$ cat src/rtl/xlat_ctl_pkg.sv
package xlat_ctl_pkg;

  localparam logic [7:0] OFF_BASE   = 8'h00;
  localparam logic [7:0] OFF_STATUS = 8'h04;
  localparam logic [7:0] OFF_CMD    = 8'h08;
  localparam logic [7:0] OFF_FADDR  = 8'h0C;
  localparam logic [7:0] OFF_INV    = 8'h10;
  localparam logic [7:0] OFF_RAW    = 8'h14;
  localparam logic [7:0] OFF_CLR    = 8'h18;
  localparam logic [7:0] OFF_MASK   = 8'h1C;
  localparam logic [7:0] OFF_MSKD   = 8'h20;

  typedef enum logic [2:0] {
    OP_PAGE_ON   = 3'd0,
    OP_PAGE_OFF  = 3'd1,
    OP_STALL_ON  = 3'd2,
    OP_STALL_OFF = 3'd3,
    OP_FLUSH     = 3'd4,
    OP_FAULT_ACK = 3'd5,
    OP_SOFT_RST  = 3'd6,
    OP_NONE      = 3'd7
  } op_e;

  // Clears the bits below 'lo', keeping the page-aligned part.
  function automatic logic [31:0] keep_upper(input logic [31:0] d, input int unsigned lo);
    return d & ~((32'd1 << lo) - 32'd1);
  endfunction

  // Raw status update: a set beats a clear on the same bit.
  function automatic logic raw_next(input logic cur, input logic set, input logic clr);
    return set | (cur & ~clr);
  endfunction

  // Status word layout: 0 paging, 1 fault, 2 stall, 3 idle, 4 replay empty, 5 write fault, 31 not stalled.
  function automatic logic [31:0] pack_status(input logic paging, input logic fault,
                                              input logic stall, input logic idle,
                                              input logic replay, input logic fwr);
    return {~stall, 25'd0, fwr, replay, idle, stall, fault, paging};
  endfunction

endpackage

$ cat src/rtl/xlat_ctl_mode.sv
module xlat_ctl_mode
  import xlat_ctl_pkg::*;
(
  input  logic clk,
  input  logic rst_n,
  input  logic op_hit,
  input  op_e  op_code,
  output logic paging,
  output logic stall,
  output logic flush
);

  logic go_page_on, go_page_off, go_stall_on, go_stall_off, go_flush, go_rst;

  always_comb begin
    go_page_on   = op_hit && (op_code == OP_PAGE_ON);
    go_page_off  = op_hit && (op_code == OP_PAGE_OFF);
    go_stall_on  = op_hit && (op_code == OP_STALL_ON) && paging;
    go_stall_off = op_hit && (op_code == OP_STALL_OFF);
    go_flush     = op_hit && (op_code == OP_FLUSH);
    go_rst       = op_hit && (op_code == OP_SOFT_RST);
  end

  always_ff @(posedge clk or negedge rst_n) begin
    if (!rst_n) begin
      paging <= 1'b0;
      stall  <= 1'b0;
      flush  <= 1'b0;
    end else begin
      flush <= go_flush;
      if (go_rst) begin
        paging <= 1'b0;
        stall  <= 1'b0;
      end else begin
        if (go_page_on)  paging <= 1'b1;
        if (go_page_off) paging <= 1'b0;
        if (go_page_off || go_stall_off) stall <= 1'b0;
        else if (go_stall_on)            stall <= 1'b1;
      end
    end
  end

endmodule

$ cat src/rtl/xlat_ctl_fault.sv
module xlat_ctl_fault #(
  parameter int unsigned DW = 32
) (
  input  logic          clk,
  input  logic          rst_n,
  input  logic          sw_rst,
  input  logic          ack,
  input  logic          evt_fault,
  input  logic          evt_write,
  input  logic [DW-1:0] evt_addr,
  output logic          active,
  output logic          was_write,
  output logic [DW-1:0] addr
);

  always_ff @(posedge clk or negedge rst_n) begin
    if (!rst_n) begin
      active    <= 1'b0;
      was_write <= 1'b0;
      addr      <= '0;
    end else if (sw_rst) begin
      active    <= 1'b0;
      was_write <= 1'b0;
      addr      <= '0;
    end else if (evt_fault) begin
      active    <= 1'b1;
      was_write <= evt_write;
      addr      <= evt_addr;
    end else if (ack) begin
      active    <= 1'b0;
    end
  end

endmodule

$ cat src/rtl/xlat_ctl_irq.sv
module xlat_ctl_irq
  import xlat_ctl_pkg::*;
#(
  parameter int unsigned NSRC = 2
) (
  input  logic            clk,
  input  logic            rst_n,
  input  logic            sw_rst,
  input  logic [NSRC-1:0] set_vec,
  input  logic [NSRC-1:0] clr_vec,
  input  logic            mask_we,
  input  logic [NSRC-1:0] mask_wdata,
  output logic [NSRC-1:0] raw,
  output logic [NSRC-1:0] mask,
  output logic [NSRC-1:0] masked,
  output logic            irq
);

  for (genvar g = 0; g < NSRC; g++) begin : g_src
    always_ff @(posedge clk or negedge rst_n) begin
      if (!rst_n)      raw[g] <= 1'b0;
      else if (sw_rst) raw[g] <= 1'b0;
      else             raw[g] <= raw_next(raw[g], set_vec[g], clr_vec[g]);
    end
  end

  always_ff @(posedge clk or negedge rst_n) begin
    if (!rst_n)       mask <= '0;
    else if (sw_rst)  mask <= '0;
    else if (mask_we) mask <= mask_wdata;
  end

  assign masked = raw & mask;
  assign irq    = |masked;

endmodule

$ cat src/rtl/xlat_ctl.sv
module xlat_ctl
  import xlat_ctl_pkg::*;
#(
  parameter int unsigned REG_AW     = 8,
  parameter int unsigned DW         = 32,
  parameter int unsigned PAGE_SHIFT = 12,
  parameter int unsigned NSRC       = 2
) (
  input  logic              clk,
  input  logic              rst_n,
  input  logic              reg_we,
  input  logic [REG_AW-1:0] reg_addr,
  input  logic [DW-1:0]     reg_wdata,
  output logic [DW-1:0]     reg_rdata,
  input  logic              evt_fault,
  input  logic              evt_write,
  input  logic [DW-1:0]     evt_addr,
  input  logic              evt_bus_err,
  input  logic              dp_idle,
  input  logic              dp_replay_empty,
  output logic              xlat_en,
  output logic              stall_on,
  output logic              flush_all,
  output logic              inv_line,
  output logic [DW-1:0]     inv_addr,
  output logic [DW-1:0]     base_addr,
  output logic              irq
);

  localparam int unsigned OPW = 3;

  // Named decode events
  logic      wr_base, wr_cmd, wr_inv, wr_clr, wr_mask;
  logic      op_hit, sw_rst, fault_ack;
  op_e       op_code;
  logic      paging, stall, fault_act, fault_wr;
  logic [DW-1:0]   fault_addr;
  logic [NSRC-1:0] raw, mask, masked, set_vec, clr_vec;

  always_comb begin
    wr_base = reg_we && (reg_addr == REG_AW'(OFF_BASE));
    wr_cmd  = reg_we && (reg_addr == REG_AW'(OFF_CMD));
    wr_inv  = reg_we && (reg_addr == REG_AW'(OFF_INV));
    wr_clr  = reg_we && (reg_addr == REG_AW'(OFF_CLR));
    wr_mask = reg_we && (reg_addr == REG_AW'(OFF_MASK));
    op_hit  = wr_cmd && (reg_wdata[DW-1:OPW] == '0);
    op_code = op_e'(reg_wdata[OPW-1:0]);
    sw_rst    = op_hit && (op_code == OP_SOFT_RST);
    fault_ack = op_hit && (op_code == OP_FAULT_ACK);
  end

  xlat_ctl_mode u_mode (
    .clk     (clk),
    .rst_n   (rst_n),
    .op_hit  (op_hit),
    .op_code (op_code),
    .paging  (paging),
    .stall   (stall),
    .flush   (flush_all)
  );

  xlat_ctl_fault #(.DW(DW)) u_fault (
    .clk       (clk),
    .rst_n     (rst_n),
    .sw_rst    (sw_rst),
    .ack       (fault_ack),
    .evt_fault (evt_fault),
    .evt_write (evt_write),
    .evt_addr  (evt_addr),
    .active    (fault_act),
    .was_write (fault_wr),
    .addr      (fault_addr)
  );

  always_comb begin
    set_vec    = '0;
    set_vec[0] = evt_fault;
    set_vec[1] = evt_bus_err;
    clr_vec    = wr_clr ? reg_wdata[NSRC-1:0] : '0;
  end

  xlat_ctl_irq #(.NSRC(NSRC)) u_irq (
    .clk        (clk),
    .rst_n      (rst_n),
    .sw_rst     (sw_rst),
    .set_vec    (set_vec),
    .clr_vec    (clr_vec),
    .mask_we    (wr_mask),
    .mask_wdata (reg_wdata[NSRC-1:0]),
    .raw        (raw),
    .mask       (mask),
    .masked     (masked),
    .irq        (irq)
  );

  // Directory base and single-line invalidate strobe
  always_ff @(posedge clk or negedge rst_n) begin
    if (!rst_n) begin
      base_addr <= '0;
      inv_line  <= 1'b0;
      inv_addr  <= '0;
    end else begin
      inv_line <= wr_inv;
      if (wr_inv)       inv_addr  <= reg_wdata;
      if (sw_rst)       base_addr <= '0;
      else if (wr_base) base_addr <= keep_upper(reg_wdata, PAGE_SHIFT);
    end
  end

  assign xlat_en  = paging;
  assign stall_on = stall;

  always_comb begin
    reg_rdata = '0;
    unique case (reg_addr)
      REG_AW'(OFF_BASE):   reg_rdata = base_addr;
      REG_AW'(OFF_STATUS): reg_rdata = pack_status(paging, fault_act, stall,
                                                   dp_idle, dp_replay_empty, fault_wr);
      REG_AW'(OFF_FADDR):  reg_rdata = fault_addr;
      REG_AW'(OFF_RAW):    reg_rdata = DW'(raw);
      REG_AW'(OFF_MASK):   reg_rdata = DW'(mask);
      REG_AW'(OFF_MSKD):   reg_rdata = DW'(masked);
      default:             reg_rdata = '0;
    endcase
  end

endmodule

$ cat config.mk
export PLATFORM = sky130hd
export DESIGN_NAME = xlat_ctl
export DESIGN_NICKNAME = d
export VERILOG_FILES = /design/src/rtl/xlat_ctl_pkg.sv /design/src/rtl/xlat_ctl_mode.sv /design/src/rtl/xlat_ctl_fault.sv /design/src/rtl/xlat_ctl_irq.sv /design/src/rtl/xlat_ctl.sv
export SDC_FILE = /design/constraint.sdc
export NUM_CORES = 1
export LEC_CHECK = 0
export BUFFER_PORTS_ARGS = -buffer_cell sky130_fd_sc_hd__buf_2
export CAP_MARGIN = 30
export CORE_UTILIZATION = 54
export CTS_BUF_LIST = sky130_fd_sc_hd__clkbuf_4
export DETAILED_ROUTE_END_ITERATION = 8
export GPL_ROUTABILITY_DRIVEN = 0
export PLACE_DENSITY = 0.95
export SKIP_LAST_GASP = 1
export SLEW_MARGIN = 10
export SYNTH_ARGS = -nofsm -noshare
export SYNTH_HDL_FRONTEND = slang
export SYNTH_SLANG_ARGS = --single-unit
$ cat constraint.sdc
create_clock -name clk -period 3.23 [get_ports clk]
set_input_delay 0.646 -clock clk [delete_from_list [all_inputs] [get_ports clk]]
set_output_delay 0.646 -clock clk [all_outputs]
set_load 0.03 [all_outputs]
; ---- Word level (Yosys, flattened, before mapping)
; Index checks and enable logic that the tools add are counted.
[totals]
inputBits = 80
word_cells = 80
reg_bits = 106
[classes]
eq_ne = 14
muxes = 21
reduce_logical = 25
bitwise = 8
[ops]
columns = cell, count
row1 = 32-bit case mux with 6 select lines, 1
row2 = 32-bit two-way mux, 4
row3 = "8-bit by 5-bit equality test with 1-bit output, second input constant", 4
row4 = 29-bit zero test, 1
row5 = "8-bit by 4-bit equality test with 1-bit output, second input constant", 2
row6 = 1-bit logical AND, 14
row7 = 1-bit two-way mux, 13
row8 = "3-bit equality test, second input constant", 3
row9 = 3-bit nonzero test, 3
row10 = "8-bit by 3-bit equality test with 1-bit output, second input constant", 1
row11 = "8-bit by 6-bit equality test with 1-bit output, second input constant", 1
row12 = 8-bit zero test, 1
row13 = "3-bit by 2-bit equality test with 1-bit output, second input constant", 2
row14 = 2-bit two-way mux, 3
row15 = 2-bit nonzero test, 3
row16 = "3-bit by 1-bit equality test with 1-bit output, second input constant", 1
row17 = 3-bit zero test, 1
row18 = 1-bit inverter, 3
row19 = 1-bit AND, 2
row20 = 2-bit AND, 1
row21 = 1-bit bitwise OR, 2
row22 = 2-bit OR reduction, 1
row23 = 1-bit logical OR, 1

; ---- Logic depth before layout (Yosys ltp)
; Gate-level depths: netlist of run 1.
[depth]
depth_word = 8
mapped_depth = 6

; ---- Modules after synthesis
; From an unflattened synthesis of run 1, not the netlist that was laid out.
[unflattened]
hier_cells = 370
area_unflattened_um2 = 4509.3
[modules_own_cells]
columns = module, area_per_inst_um2, cells_each, seq_area_each_um2, n_inst
row1 = xlat_ctl, 2761.4, 227, 1326.3, 1
row2 = xlat_ctl_fault, 1408.9, 111, 850.8, 1
row3 = xlat_ctl_irq, 178.9, 17, 100.1, 1
row4 = xlat_ctl_mode, 160.2, 15, 75.1, 1

; ---- Worst setup path before layout of run 1
; No wires, ideal clock.
[synth_path]
path_type = in2out
start = in reg_addr[7]
end = out reg_rdata[31]
path_slack_ns = 0.598
t_arrival_ns = 1.986
path_stages = 5
cell_sequence = nor4_4 and3_1 clkbuf_1 inv_1 o211ai_1
[synth_between]
elab_chain_cells = 2
elab_cells_between_ends = 7
classes_between = eq/ne (5) / mux (1) / reduce/logical (1)
[synth_lines]
columns = element, line_no
row1 = start: declaration, xlat_ctl.sv:12  ; input logic [REG_AW-1:0] reg_addr,
row2 = 8-bit by 6-bit equality test with 1-bit output (tied with other cells), xlat_ctl.sv:115  ; unique case (reg_addr)
row3 = 32-bit case mux with 6 select lines *, xlat_ctl.sv:115
row4 = end: declaration, xlat_ctl.sv:14  ; output logic [DW-1:0] reg_rdata,
; Every way passes the cells marked *; elsewhere a longest branch is shown, timed or not.

; ---- Worst setup path in the final report of run 1
[layout_path]
start = in reg_addr[2]
end = out reg_rdata[21]
; Same word-level chain as after synthesis.

==> impl_metrics.sql, run 1 <==
INSERT INTO impl_metrics (metric_group, metric, value, unit) VALUES
('pwr', 'clock_power_share', '27.7', '%'),
('setup_path', 'end_kind', 'output port', ''),
('cts', 'worst_skew_pair.late_latency', '0.41', 'ns'),
('cts', 'clkSlewWorstSetupHoldPaths', '0.14', 'ns'),
('timing', 'layout_worst_path_cycle_share', '86.9', '%'),
('global_route', 'grt_overflow', '0', ''),
('timing', 'post-route-min-period', '2.81', 'ns'),
('detailed_routing', 'drt-wirelength-per-cell', '17.2', 'um'),
('cts', 'tritoncts', 'done', ''),
('global_route', 'maximum_number_of_pins_on_one_net_before_global_route_repair', '58', ''),
('pwr', 'internal_power', '1610', 'uW'),
('cts', 'postCtsHoldBufs', '0', ''),
('yosys', 'yosysWarningCount', '0', ''),
('timing', 'grt_setup_unrepaired', 'no', ''),
('worst_hold_path', 'hold_path.class', 'primary input to asynchronous set/reset pin', ''),
('floorplanning', 'io_pins', '181', ''),
('detailed_routing', 'route.antenna.remaining_nets', '0', ''),
('timing', 'max_freq', '356', 'MHz'),
('detailed_routing', 'post-route-drc-count', '0', ''),
('detailed_routing', 'drtPass1Iterations', '4', ''),
('floorplanning', 'initial_utilization', '56.2', '%'),
('yosys', 'synth_seq_cells', '94', ''),
('pwr', 'p_sw_share', '28.9', '%'),
('yosys', 'netlist_top_cells_area', 'sky130_fd_sc_hd__dfrtp_1 (54%), sky130_fd_sc_hd__mux2i_1 (13%), sky130_fd_sc_hd__mux2_2 (8.0%)', ''),
('cts', 'ctsResizeCount', '0', ''),
('placement', 'place.port_buffers', '168', ''),
('setup_path', 'arrival_time_at_the_worst_endpoint', '2.16', 'ns'),
('yosys', 'netlist.top_cell.by_area', 'sky130_fd_sc_hd__dfrtp_1', ''),
('global_route', 'grt_antenna_before_repair', '0', ''),
('global_route', 'grt_pass1_wl', '18.0', 'mm'),
('cts', 'cts.sinks', '94', ''),
('pwr', 'power_frac_comb', '14.8', '%'),
('pwr', 'power_density', '418', 'mW/mm2'),
('yosys', 'synth_cell_type_count', '39', ''),
('pwr', 'power_frac_seq', '57.4', '%'),
('detailed_routing', 'post_drt_via_cell_ratio', '5.55', ''),
('yosys', 'synth_commonest_cells', 'sky130_fd_sc_hd__dfrtp_1 (94), sky130_fd_sc_hd__nor2_1 (60), sky130_fd_sc_hd__mux2i_1 (55)', ''),
('yosys', 'synth.avg_cell_area', '11.9', 'um2'),
('final_layout', 'flow.area_growth_from_synthesis', '23.9', '%'),
('yosys', 'synthCells', '368', ''),
('pwr', 'design_power_total', '2260', 'uW'),
('status', 'run_status', 'finished, final reports clean', ''),
('timing', 'tightest_slew', '0.653', 'ns'),
('timing', 'drv_slew', '0', ''),
('timing', 'relSlewSlack', '56.3', '%'),
('floorplanning', 'dieArea', '0.00845', 'mm2'),
('placement', 'postPlaceCellArea', '0.00525', 'mm2'),
('cts', 'post_cts_buffers', '0', ''),
('setup_path', 'worstPathRequired', '2.58', 'ns'),
('final_layout', 'stdcell_area', '0.00541', 'mm2'),
('run', 'max_cap_viol_count', '0', ''),
('floorplanning', 'fp-row-count', '32', ''),
('floorplanning', 'core_area', '0.00777', 'mm2'),
('yosys', 'synth_top_cell_area_share', '53.9', '%'),
('cts', 'h-tree-depth', '3', ''),
('setup_path', 'start_kind', 'primary input', ''),
('timing', 'final_hold_viol_count', '0', ''),
('final_layout', 'number_of_nets_in_the_layout', '613', ''),
('cts', 'max-clock-path-buffers', '2', ''),
('placement', 'dpl.hpwl', '8.29', 'mm'),
('global_route', 'first_global_vias', '3627', ''),
('floorplanning', 'chipHeight', '91.9', 'um'),
('floorplanning', 'floorplan.die.width', '91.9', 'um'),
('setup_path', 'criticalPathCategory', 'primary input to output port', ''),
('final_layout', 'antennaDiodeCount', '0', ''),
('timing', 'fin_worst_skew', '0.00512', 'ns'),
('pwr', 'max-vdd-ir-drop', '265', 'uV'),
('detailed_routing', 'initialDrtViolationCount', '178', ''),
('cts', 'ctsRootBufferMaster', 'sky130_fd_sc_hd__clkbuf_4', ''),
('pwr', 'power.net_switching', '653', 'uW'),
('yosys', 'synth_most_common_cell', 'sky130_fd_sc_hd__dfrtp_1', '');
-- area by class of cell --
class                           instances  area [um2]
Fill cell                             590        2360
Clock inverter                          7        73.8
Inverter                                4        15.0
Sequential cell                        94        2350
Multi-Input combinational cell        248        1850
Clock buffer                            9        67.6
Tap cell                              102         128
Timing Repair Buffer                  176         928
-- final timing paths --
path / from / end / slack, ns / cells past startpoint
min in group clk: evt_addr[24] / u_fault.addr[24] / 0.46 / 3
max in group asynchronous: rst_n / inv_addr[28] / 2.29 / 2
setup / recovery: reg_addr[2] / reg_rdata[21] / 0.42 / 6
hold reg to reg: inv_addr[0] / inv_addr[0] / 0.51 / 2
setup reg to reg: u_mode.paging / u_mode.paging / 2.21 / 4
hold / removal: rst_n / u_mode.flush / 0.17 / 1
-- sequential cells by signal, summed over array words and instances (netlist names) --
signal             cells
base_addr             20
inv_addr              32
inv_line               1
u_fault.active         1
u_fault.addr          32
u_fault.was_write      1
u_irq.mask             2
u_irq.raw              2
u_mode.flush           1
u_mode.paging          1
u_mode.stall           1
-- cells in the final DEF, fill, tap and decap left out, types with 2 or more instances in the layout --
| cell | netlist | layout |
|---|---|---|
| sky130_fd_sc_hd__a21oi_1 | 2 | 2 |
| sky130_fd_sc_hd__a22o_1 | 24 | 24 |
| sky130_fd_sc_hd__a22oi_1 | 2 | 2 |
| sky130_fd_sc_hd__a31o_2 | 2 | 2 |
| sky130_fd_sc_hd__a32oi_1 | 2 | 2 |
| sky130_fd_sc_hd__and2_1 | 7 | 7 |
| sky130_fd_sc_hd__and3_1 | 2 | 2 |
| sky130_fd_sc_hd__buf_12 | 0 | 2 |
| sky130_fd_sc_hd__buf_2 | 7 | 167 |
| sky130_fd_sc_hd__buf_4 | 13 | 7 |
| sky130_fd_sc_hd__clkbuf_4 | 0 | 9 |
| sky130_fd_sc_hd__clkinv_2 | 0 | 2 |
| sky130_fd_sc_hd__clkinv_4 | 0 | 2 |
| sky130_fd_sc_hd__conb_1 | 1 | 12 |
| sky130_fd_sc_hd__dfrtp_1 | 94 | 94 |
| sky130_fd_sc_hd__inv_1 | 4 | 4 |
| sky130_fd_sc_hd__mux2_2 | 31 | 31 |
| sky130_fd_sc_hd__mux2i_1 | 55 | 55 |
| sky130_fd_sc_hd__nand2_1 | 6 | 6 |
| sky130_fd_sc_hd__nand3_2 | 2 | 2 |
| sky130_fd_sc_hd__nand4_1 | 5 | 5 |
| sky130_fd_sc_hd__nor2_1 | 60 | 60 |
| sky130_fd_sc_hd__nor2b_1 | 2 | 2 |
| sky130_fd_sc_hd__nor3_1 | 2 | 2 |
| sky130_fd_sc_hd__nor3b_1 | 2 | 2 |
| sky130_fd_sc_hd__nor4_1 | 9 | 9 |
| sky130_fd_sc_hd__nor4_4 | 1 | 2 |
| sky130_fd_sc_hd__o21ai_0 | 6 | 6 |
| sky130_fd_sc_hd__o41ai_1 | 2 | 2 |
| sky130_fd_sc_hd__or3_1 | 2 | 2 |
-- power by group through the flow --
stage,Combinational (uW),Clock (uW),Sequential [uW]
2_1_floorplan,135,0,1370
3_3_place_gp,323,0,1320
3_5_place_dp,335,0,1320
4_1_cts,336,651,1300
5_1_grt,363,693,1310
6_report,336,628,1300
-- kinds of logic after synthesis --
group,after synthesis,share of synthesized area (%)
simple gates,107,12.7
mux,86,20.6
compound gates,43,7.77
flops,94,53.9
buf+inv,37,5.01
other cells,1,0.0859
-- worst max-delay path: stages --
cell                     delay, ns
sky130_fd_sc_hd__buf_2        0.15
sky130_fd_sc_hd__nor4_1       0.53
sky130_fd_sc_hd__and2_1       0.20
sky130_fd_sc_hd__buf_4        0.24
sky130_fd_sc_hd__a22o_1       0.18
sky130_fd_sc_hd__buf_2        0.19
-- metrics by stage --
step / setup WS (ns) / utilization (%) / std cells / hold WS (ns)
floorplan: 0.598 / - / 379 / 0.350
global placement: 0.470 / 67.6 / 623 / 0.464
detailed placement: 0.456 / 67.6 / 623 / 0.481
CTS: 0.448 / 69.4 / 639 / 0.162
global route: 0.314 / 69.7 / 640 / 0.179
finish: 0.425 / 69.7 / 640 / 0.169
-- per-layer routing --
metal  track usage, %  vias up  wire length, um
met5                0        -                0
met4             11.3        0              258
met3             4.39       27              656
met2             46.3      161             5480
met1             35.4     1736             4620
li1                 -     1625                -
No activity file was read; power rests on OpenSTA's default activity.
==> inputs of run 2 (changes only) <==
--- a/config.mk
+++ b/config.mk
@@ -7,11 +7,11 @@
 export LEC_CHECK = 0
 export BUFFER_PORTS_ARGS = -buffer_cell sky130_fd_sc_hd__buf_2
 export CAP_MARGIN = 30
-export CORE_UTILIZATION = 54
+export CORE_UTILIZATION = 50
 export CTS_BUF_LIST = sky130_fd_sc_hd__clkbuf_4
 export DETAILED_ROUTE_END_ITERATION = 8
 export GPL_ROUTABILITY_DRIVEN = 0
-export PLACE_DENSITY = 0.95
+export PLACE_DENSITY = 0.93
 export SKIP_LAST_GASP = 1
 export SLEW_MARGIN = 10
 export SYNTH_ARGS = -nofsm -noshare
==> constraint.sdc (replaced) <==
create_clock -name clk -period 3.2 [get_ports clk]
set_input_delay 0.64 -clock clk [delete_from_list [all_inputs] [get_ports clk]]
set_output_delay 0.64 -clock clk [all_outputs]
set_load 0.03 [all_outputs]
==> impl_metrics.sql, run 2 (synthesis results as in run 1) <==
INSERT INTO impl_metrics (metric_group, metric, value, unit) VALUES
('cts', 'tritoncts', 'done', ''),
('detailed_routing', 'drt-wirelength-per-cell', '17.0', 'um'),
('global_route', 'grt_pass1_wl', '16.7', 'mm'),
('setup_path', 'cp-startpoint', 'reg_addr[7]', ''),
('detailed_routing', 'route.antenna.remaining_nets', '0', ''),
('global_route', 'maximum_number_of_pins_on_one_net_before_global_route_repair', '58', ''),
('timing', 'drv_slew', '0', ''),
('setup_path', 'start_kind', 'primary input', ''),
('setup_path', 'cell_by_cell_listing_of_the_critical_path', 'buf_2 -> nor4_4 -> and3_1 -> buf_4 -> a22o_1 -> buf_2', ''),
('detailed_routing', 'routed.top_layer', 'met4', ''),
('setup_path', 'r2r-start', 'u_mode.paging', ''),
('timing', 'grt_setup_unrepaired', 'no', ''),
('final_layout', 'layout-drive-gt1-share', '43.0', '%'),
('timing', 'setup-violations-final', '0', ''),
('cts', 'postCtsHoldBufs', '0', ''),
('timing', 'relSlewSlack', '51.7', '%'),
('run', 'max_cap_viol_count', '0', ''),
('final_layout', 'nFillCells', '667', ''),
('final_layout', 'number_of_nets_in_the_layout', '614', ''),
('setup_path', 'timing.critical_path.fanout_max', '30', ''),
('timing', 'tightest_slew', '0.725', 'ns'),
('detailed_routing', 'sum_of_routed_wire_length_over_all_layers', '10.9', 'mm'),
('placement', 'dpl.hpwl', '8.24', 'mm'),
('global_route', 'first_global_vias', '3433', ''),
('setup_path', 'crit_slowest_cell', 'sky130_fd_sc_hd__nor4_4', ''),
('cts', 'post_cts_buffers', '0', ''),
('detailed_routing', 'met2_wirelength', '5.32', 'mm'),
('worst_hold_path', 'hold_path.class', 'primary input to asynchronous set/reset pin', ''),
('setup_path', 'ff2ff_path_depth', '4', ''),
('final_layout', 'reg.largest.list', 'inv_addr x32, u_fault.addr x32, base_addr x20', ''),
('cts', 'worst_skew_pair.late_latency', '0.43', 'ns'),
('timing', 'max_freq', '361', 'MHz'),
('detailed_routing', 'drtPass1Iterations', '4', ''),
('detailed_routing', 'initialDrtViolationCount', '199', ''),
('floorplanning', 'initial_utilization', '52.4', '%'),
('floorplanning', 'floorplan.die.width', '95.5', 'um'),
('setup_path', 'max_stage_delay', '0.44', 'ns'),
('setup_path', 'endpoint', 'reg_rdata[15]', ''),
('detailed_routing', 'vias', '3533', ''),
('timing', 'layout_worst_path_cycle_share', '86.7', '%'),
('setup_path', 'arrival_time_at_the_worst_endpoint', '2.13', 'ns'),
('cts', 'h-tree-depth', '3', ''),
('floorplanning', 'fp-row-count', '33', ''),
('detailed_routing', 'post_drt_via_cell_ratio', '5.49', ''),
('pwr', 'p_leak', '0.00313', 'uW'),
('timing', 'final_hold_viol_count', '0', ''),
('detailed_routing', 'post-route-drc-count', '0', ''),
('setup_path', 'reg2reg_setup_slack', '2.26', 'ns'),
('placement', 'place.port_buffers', '168', ''),
('detailed_routing', 'routed-wl-met3', '602', 'um'),
('setup_path', 'worstPathRequired', '2.56', 'ns'),
('cts', 'clkSlewWorstSetupHoldPaths', '0.15', 'ns'),
('final_layout', 'most-common-layout-cells', 'sky130_fd_sc_hd__buf_2 (167), sky130_fd_sc_hd__dfrtp_1 (94), sky130_fd_sc_hd__nor2_1 (60), sky130_fd_sc_hd__mux2i_1 (55), sky130_fd_sc_hd__mux2_2 (31)', ''),
('timing', 'timing.setup.tns', '0', 'ns'),
('setup_path', 'worst-path-buf-inv', '3', ''),
('pwr', 'power_density', '425', 'mW/mm2'),
('timing', 'fin_worst_skew', '0.0000762', 'ns'),
('setup_path', 'timing.critical_path.max_delay_family', 'simple AND/OR/NAND/NOR gates', ''),
('timing', 'holdWs', '0.234', 'ns'),
('timing', 'post-route-min-period', '2.77', 'ns'),
('setup_path', 'worst_path_depth', '6', ''),
('floorplanning', 'chipHeight', '95.5', 'um'),
('setup_path', 'rr_endpoint', 'u_mode.paging', ''),
('status', 'run_status', 'finished, final reports clean', ''),
('detailed_routing', 'detail_route.wirelength.met1', '4.72', 'mm'),
('floorplanning', 'io_pins', '181', ''),
('pwr', 'max-vdd-ir-drop', '251', 'uV'),
('cts', 'numCtsBuffers', '9', ''),
('cts', 'max-clock-path-buffers', '2', ''),
('floorplanning', 'dieArea', '0.00911', 'mm2'),
('cts', 'cts.sinks', '94', ''),
('global_route', 'grt_antenna_before_repair', '0', ''),
('global_route', 'grt_overflow', '0', ''),
('final_layout', 'mostFrequentLayoutCell', 'sky130_fd_sc_hd__buf_2', ''),
('final_layout', 'antennaDiodeCount', '0', ''),
('setup_path', 'critical-path-top-cell-by-count', 'sky130_fd_sc_hd__buf_2', ''),
('cts', 'ctsResizeCount', '0', ''),
('final_layout', 'flow.area_growth_from_synthesis', '24.0', '%'),
('global_route', 'grt.total_usage', '24.5', '%'),
('setup_path', 'end_kind', 'output port', ''),
('floorplanning', 'core_area', '0.00834', 'mm2'),
('setup_path', 'criticalPathCategory', 'primary input to output port', ''),
('cts', 'ctsRootBufferMaster', 'sky130_fd_sc_hd__clkbuf_4', '');
==> run 2: final cells by class <==
type / count / area (um2) / area share (%)
clock buffer: 9 / 67.6 / 1.25
clock inverter: 7 / 78.8 / 1.46
inverter: 4 / 15.0 / 0.277
multi-input combinational: 248 / 1850 / 34.1
sequential: 94 / 2350 / 43.4
tap: 105 / 131 / 2.43
timing repair buffer: 177 / 923 / 17.1
==> run 2: worst min path at each step <==
stage	start	end	slack, ns	depth (start not counted)
2_1_floorplan	rst_n	base_addr[12]	0.34	0
6_report	rst_n	u_mode.flush	0.23	1
5_1_grt	rst_n	u_mode.flush	0.27	1
3_3_place_gp	inv_addr[0]	inv_addr[0]	0.47	2
4_1_cts	rst_n	inv_addr[1]	0.24	1
3_5_place_dp	inv_addr[21]	inv_addr[21]	0.49	1
==> run 2: power by group <==
part | switching (uW) | internal, uW
Combinational | 216 | 123
Clock | 405 | 246
Sequential | 50.6 | 1260
Total | 672 | 1630
==> run 2: routing by layer <==
| layer | vias up | GRT usage [%] |
|---|---|---|
| met5 | - | 0 |
| met4 | 0 | 12.4 |
| met3 | 28 | 4.63 |
| met2 | 141 | 39.2 |
| met1 | 1733 | 31.8 |
| li1 | 1631 | - |
==> run 2: through the flow <==
stage	util [%]	cell area, um2	total power, uW	std cells	worst slack [ns]
final	64.9	5410	2300	644	0.426
after global routing	64.9	5410	2410	644	0.329
after CTS	64.7	5390	2330	643	0.441
after detailed placement	62.9	5250	1670	627	0.440
after global placement	62.9	5250	1650	627	0.468
after floorplan	-	4410	1520	379	0.580
